**src/rtl/itc_pkg.sv**
```systemverilog
package itc_pkg;
  localparam int CNT_W_DEF = 16;
  localparam int DIV_DEF   = 12;

  typedef enum logic {
    MODE_RATE   = 1'b0,
    MODE_SQUARE = 1'b1
  } tmr_mode_e;
endpackage

```
**src/rtl/itc_prescale.sv**
```systemverilog
module itc_prescale #(
  parameter int DIV = itc_pkg::DIV_DEF
) (
  input  logic clk,
  input  logic rst,
  output logic tick
);
  localparam int PW = (DIV > 1) ? $clog2(DIV) : 1;

  generate
    if (DIV <= 1) begin : g_pass
      assign tick = 1'b1;
    end else begin : g_div
      localparam logic [PW-1:0] LAST = PW'(DIV - 1);
      logic [PW-1:0] phase;

      always_ff @(posedge clk) begin
        if (rst)                phase <= '0;
        else if (phase == LAST) phase <= '0;
        else                    phase <= phase + PW'(1);
      end

      assign tick = (phase == LAST);

      // ticks never come back to back when dividing
      assert_tick_spacing_R9: assert property (@(posedge clk) disable iff (rst)
        tick |=> !tick) else $error("tick repeated on adjacent cycles");
    end
  endgenerate
endmodule

```
**src/rtl/itc_core.sv**
```systemverilog
module itc_core #(
  parameter int CNT_W = itc_pkg::CNT_W_DEF
) (
  input  logic             clk,
  input  logic             rst,
  input  logic             tick,
  input  logic             gate,
  input  logic             ld_valid,
  input  logic             ld_mode,
  input  logic [CNT_W-1:0] ld_count,
  output logic [CNT_W-1:0] cnt_lo,
  output logic             out_o
);
  import itc_pkg::*;

  localparam int VW = CNT_W + 1;
  localparam logic [VW-1:0] K1 = VW'(1);
  localparam logic [VW-1:0] K2 = VW'(2);

  // count value 0 stands for the full range
  function automatic logic [VW-1:0] full_count(input logic [CNT_W-1:0] c);
    return (c == '0) ? {1'b1, {CNT_W{1'b0}}} : {1'b0, c};
  endfunction

  // square mode: high half rounded up to even, low half rounded down
  function automatic logic [VW-1:0] hi_reload(input logic [VW-1:0] n);
    return n + {{CNT_W{1'b0}}, n[0]};
  endfunction

  function automatic logic [VW-1:0] lo_reload(input logic [VW-1:0] n);
    return n - {{CNT_W{1'b0}}, n[0]};
  endfunction

  logic [VW-1:0]    cnt;
  logic [CNT_W-1:0] init;
  tmr_mode_e        mode;
  logic             armed;
  logic             out_q;

  logic [VW-1:0] nval;
  logic [VW-1:0] rate_next;
  logic          step;
  logic          tc_evt;
  tmr_mode_e     ld_mode_e;

  assign ld_mode_e = tmr_mode_e'(ld_mode);
  assign nval      = full_count(init);
  assign step      = tick && gate && armed;
  assign tc_evt    = step && ((mode == MODE_RATE) ? (cnt == K1) : (cnt <= K2));
  assign rate_next = tc_evt ? nval : (cnt - K1);

  always_ff @(posedge clk) begin
    if (rst) begin
      cnt   <= '0;
      init  <= '0;
      mode  <= MODE_RATE;
      armed <= 1'b0;
      out_q <= 1'b1;
    end else if (ld_valid) begin
      init  <= ld_count;
      mode  <= ld_mode_e;
      armed <= 1'b1;
      out_q <= 1'b1;
      cnt   <= (ld_mode_e == MODE_SQUARE) ? hi_reload(full_count(ld_count))
                                          : full_count(ld_count);
    end else if (step) begin
      if (mode == MODE_RATE) begin
        cnt   <= rate_next;
        out_q <= (rate_next != K1);
      end else if (tc_evt) begin
        out_q <= ~out_q;
        cnt   <= out_q ? lo_reload(nval) : hi_reload(nval);
      end else begin
        cnt <= cnt - K2;
      end
    end
  end

  assign cnt_lo = cnt[CNT_W-1:0];
  assign out_o  = out_q;

  // an idle channel holds a zero count and a high output
  assert_idle_R1: assert property (@(posedge clk) disable iff (rst)
    !armed |-> (out_q && cnt == '0)) else $error("idle channel not quiet");

  // rate terminal count reloads and releases the pulse
  assert_rate_reload_R3: assert property (@(posedge clk) disable iff (rst)
    (tc_evt && mode == MODE_RATE && !ld_valid) |=> (out_q && cnt == $past(nval)))
    else $error("rate reload wrong");

  // square mode count stays even
  assert_square_even_R4: assert property (@(posedge clk) disable iff (rst)
    (armed && mode == MODE_SQUARE) |-> !cnt[0]) else $error("odd square count");

  // gate low freezes the channel
  assert_gate_hold_R6: assert property (@(posedge clk) disable iff (rst)
    (armed && !gate && !ld_valid) |=> ($stable(cnt) && $stable(out_q)))
    else $error("count moved with gate low");

  // a load arms the channel, raises the output and sets the mode
  assert_load_restart_R7: assert property (@(posedge clk) disable iff (rst)
    ld_valid |=> (out_q && armed && mode == $past(ld_mode_e)))
    else $error("load did not restart");
endmodule

```
**src/rtl/itc_readback.sv**
```systemverilog
module itc_readback #(
  parameter int CNT_W = itc_pkg::CNT_W_DEF
) (
  input  logic             clk,
  input  logic             rst,
  input  logic             strobe,
  input  logic [CNT_W-1:0] cnt_in,
  output logic [CNT_W-1:0] rd_o
);
  logic [CNT_W-1:0] hold;

  always_ff @(posedge clk) begin
    if (rst)         hold <= '0;
    else if (strobe) hold <= cnt_in;
  end

  assign rd_o = hold;

  // captured value is the count present at the strobe edge
  assert_latch_capture_R8: assert property (@(posedge clk) disable iff (rst)
    strobe |=> (rd_o == $past(cnt_in))) else $error("latch missed count");

  // without a strobe the readback is stable
  assert_latch_hold_R8: assert property (@(posedge clk) disable iff (rst)
    !strobe |=> $stable(rd_o)) else $error("readback drifted");
endmodule

```
**src/rtl/interval_timer_chan.sv**
```systemverilog
module interval_timer_chan #(
  parameter int DIV   = itc_pkg::DIV_DEF,
  parameter int CNT_W = itc_pkg::CNT_W_DEF
) (
  input  logic             clk,
  input  logic             rst,
  input  logic             gate,
  input  logic             ld_valid,
  input  logic             ld_mode,
  input  logic [CNT_W-1:0] ld_count,
  input  logic             latch_strobe,
  output logic [CNT_W-1:0] rd_count,
  output logic             tmr_out
);
  logic             tick_w;
  logic [CNT_W-1:0] cnt_w;

  itc_prescale #(.DIV(DIV)) u_pre (
    .clk  (clk),
    .rst  (rst),
    .tick (tick_w)
  );

  itc_core #(.CNT_W(CNT_W)) u_core (
    .clk      (clk),
    .rst      (rst),
    .tick     (tick_w),
    .gate     (gate),
    .ld_valid (ld_valid),
    .ld_mode  (ld_mode),
    .ld_count (ld_count),
    .cnt_lo   (cnt_w),
    .out_o    (tmr_out)
  );

  itc_readback #(.CNT_W(CNT_W)) u_rb (
    .clk    (clk),
    .rst    (rst),
    .strobe (latch_strobe),
    .cnt_in (cnt_w),
    .rd_o   (rd_count)
  );
endmodule

```
**config.mk**
```make
export PLATFORM = sky130hd
export DESIGN_NAME = interval_timer_chan
export DESIGN_NICKNAME = d
export VERILOG_FILES = /design/src/rtl/itc_pkg.sv /design/src/rtl/itc_prescale.sv /design/src/rtl/itc_core.sv /design/src/rtl/itc_readback.sv /design/src/rtl/interval_timer_chan.sv
export SDC_FILE = /design/constraint.sdc
export NUM_CORES = 1
export LEC_CHECK = 0
export BUFFER_PORTS_ARGS = -buffer_cell sky130_fd_sc_hd__buf_2
export CAP_MARGIN = 20
export CORE_ASPECT_RATIO = 1.75
export CORE_MARGIN = 1
export CORE_UTILIZATION = 45
export DETAILED_ROUTE_END_ITERATION = 10
export GPL_ROUTABILITY_DRIVEN = 0
export PLACE_DENSITY = 0.72
export SLEW_MARGIN = 40
export SYNTH_ARGS = -nofsm -noshare
export SYNTH_HDL_FRONTEND = slang
export SYNTH_SLANG_ARGS = --single-unit
```
**constraint.sdc**
```tcl
create_clock -name clk -period 4.1 [get_ports clk]
set_input_delay 0.41 -clock clk [delete_from_list [all_inputs] [get_ports clk]]
set_output_delay 0.41 -clock clk [all_outputs]
set_load 0.005 [all_outputs]
```
==> qor.csv <==
metric,value,unit
run_status,completed,
report.power.total,1.52,mW
timing.setup.critical_path_class,reg2reg,
routed-via-count,4642,
final_period_minus_worst_setup_slack,3.68,ns
post_dp_cell_area,4830,sq um
die_outline_area,10800,sq um
yosys_most_used_dff,dfxtp_1,
seq_area_frac_synth,24.1,%
num-nets-final,652,
clock_insertion_delay_worst_skew,0.30,ns
leakage,2.02,nW
detailedPlacementHpwl,11200,um
synthCells,608,
endpoint_kind,flop,
timing.critical_path.arrival,3.87,ns
route.detailed.vias_per_inst,6.34,
synth.cell_area,4650,sq um
floorplan.initialDensity,46.6,%
cts.sink_count,56,
dieWidth,78.8,um
via_count_of_the_first_global_routing_pass,4445,
layout-area-overhead-vs-synth,7.27,%
tritoncts,built,
timing.setup.tns,0,ns
fill_cell_instance_count_of_the_final_layout,1002,
ir_worst_vdd,0.000183,V
dp.cells,724,
cts.reportedPaths.clkPinSlew,0.07,ns
final-max-slew-violation-count,0,
timing.final.hold_violations,0,
design.portCount,39,
drt_pass1_iterations,5,
drv.max_cap_violation_count,0,
syn_warnings,0,
synth_top_area_cell,dfxtp_1,
count_of_buffers_from_port_buffering,38,
cts_repair_resize_count,0,
initial_antenna_violation_count,0,
first_iter_violations,413,
timing.clock.skew,0.00643,ns
finish.instance_area,4990,sq um
cts_made_buffers,5,
insertedDiodeCount,0,
worst-endpoint-required,4.29,ns
maxClockFrequency,272,MHz
postSynthNetCount,654,
floorplan.die.height,136,um
synthArstFlopShare,0,%
synth.top_cells.by_area,"dfxtp_1 (24%), mux2i_1 (8.8%), nor2_1 (6.9%), ha_1 (6.5%), xnor2_1 (6.4%)",
per_instance_average_area_after_synthesis,7.65,sq um
cp_max_fanout,17,
wirelength,14700,um
synth_top_area_share,24.1,%
unrepaired_setup_endpoints_after_global_routing,no,
ys_types,66,
layout-drive-gt1-share,11.7,%
placement_row_count,48,
post_cts_buffers,0,
hold-worst-slack,0.403,ns
clk_root_buffer_cell,clkbuf_16,
fin_crit_sh,89.7,%
post_synth_edffs,0,
clock_path_buffers,2,
whs_path_depth,3,
worstMarginPinSlew,0.795,ns
antenna_left,0,
holdCritPathClass,in2reg,
final_count_of_negative_setup_slack_endpoints,0,
overall_track_demand_over_capacity_in_global_routing,28.4,%
grt_remaining_overflow,0,
critPathLaunchType,flop,
cts_hold_buffers,0,
reg2reg_depth,10,
remaining_drc_errors,0,
maximum_number_of_pins_on_one_net_before_global_route_repair,40,
wire_per_inst,20.1,um
fin_cells,732,
slew_headroom,46.3,%
core_area,9970,sq um
first_pass_grt_wire_length,23100,um
ctsHtreeMaxLevel,2,
synth-seq-cells,56,
cellPowerDensity,304,nW/um^2
## flip-flops by register name, summed over array words and instances, names as in the netlist
name / cells
u_core.cnt: 17
u_core.init: 16
u_rb.rd_o: 16
u_pre.g_div.phase: 4
u_core.armed: 1
u_core.mode: 1
u_core.out_o: 1
## per-layer routing
metal / global-route usage (%) / vias up / share of wire [%]
met3: 4.56 / 108 / 5.4
met5: 0 / - / 0
met2: 47.6 / 231 / 48
met1: 29.4 / 2128 / 36
li1: - / 2175 / -
met4: 27.4 / 0 / 11
## stage by stage
step | util, % | setup WS, ns
5_1_grt | 50.0 | 0.251
6_report | 50.0 | 0.423
4_1_cts | 49.9 | 0.508
2_1_floorplan | - | 0.942
3_3_place_gp | 48.4 | 0.700
3_5_place_dp | 48.4 | 0.541
## kinds of logic (layout without fill, tap and decap cells)
group / after synthesis / in the layout / synth area share, %
xor+xnor: 51 / 51 / 9.61
flops: 56 / 56 / 24.1
simple gates: 241 / 241 / 25.4
buf+inv: 75 / 74 / 6.49
compound gates: 115 / 115 / 16.9
mux: 46 / 46 / 11.0
fa+ha+maj: 24 / 24 / 6.46
## where the power goes
part | switching (mW) | internal, mW | total, mW
clock | 0.213 | 0.229 | 0.442
sequential | 0.0538 | 0.574 | 0.628
combinational | 0.257 | 0.189 | 0.446
## path summary, 6_finish.rpt
path	start	to	slack [ns]
setup / recovery	u_core.out_o	u_core.cnt[15]	0.42
hold / removal	ld_count[14]	u_core.init[14]	0.40
hold reg to reg	u_pre.g_div.phase[0]	u_pre.g_div.phase[0]	0.47
setup reg to reg	u_core.out_o	u_core.cnt[15]	0.42
## cell type report
cell class,instances,area [sq um],area share [%]
Multi-Input combinational cell,477,3240,64.9
Sequential cell,56,1120,22.5
Timing Repair Buffer,46,250,5.02
Tap cell,125,156,3.14
Clock buffer,6,129,2.58
Inverter,20,75.1,1.51
Clock inverter,2,16.3,0.326
## synth_stat cells (3+ instances only)
| master | count |
|---|---|
| nor2_1 | 85 |
| dfxtp_1 | 56 |
| clkbuf_1 | 48 |
| nand2_1 | 43 |
| mux2i_1 | 41 |
| xnor2_1 | 34 |
| a21oi_1 | 32 |
| nor3_1 | 29 |
| ha_1 | 24 |
| inv_1 | 20 |
| nand3_1 | 17 |
| o21ai_0 | 17 |
| xor2_1 | 17 |
| nor4_1 | 12 |
| nand4_1 | 10 |
| a31oi_1 | 8 |
| a211oi_1 | 7 |
| and3_1 | 7 |
| o211ai_1 | 7 |
| or3_1 | 6 |
| nor3b_1 | 5 |
| a2111oi_0 | 4 |
| a221oi_1 | 4 |
| mux4_2 | 4 |
| o31ai_1 | 4 |
| or2_2 | 4 |
| a211o_1 | 3 |
| and4_1 | 3 |
| buf_1 | 3 |
| nand2b_1 | 3 |
| nor2b_1 | 3 |
| o21a_1 | 3 |
| o31a_1 | 3 |
## worst max-delay path, cell delays in order, from the launching register on
cell	delay, ns
dfxtp_1	0.36
nand2b_1	0.60
ha_1	0.36
o21ai_0	0.29
a221oi_1	0.20
a2111oi_0	0.67
nor2_1	0.17
a41oi_1	0.37
mux2i_1	0.24
nor2_1	0.05
o31a_1	0.24
## cell usage in the layout, fill, tap and decap left out, types with 20 or more instances in the layout
cell type | netlist | routed
dfxtp_1 | 56 | 56
inv_1 | 20 | 20
nor3_1 | 29 | 29
ha_1 | 24 | 24
a21oi_1 | 32 | 32
nand2_1 | 43 | 43
buf_2 | 1 | 38
xnor2_1 | 34 | 34
nor2_1 | 85 | 85
mux2i_1 | 41 | 41
Power figures use the tool's default switching activity.
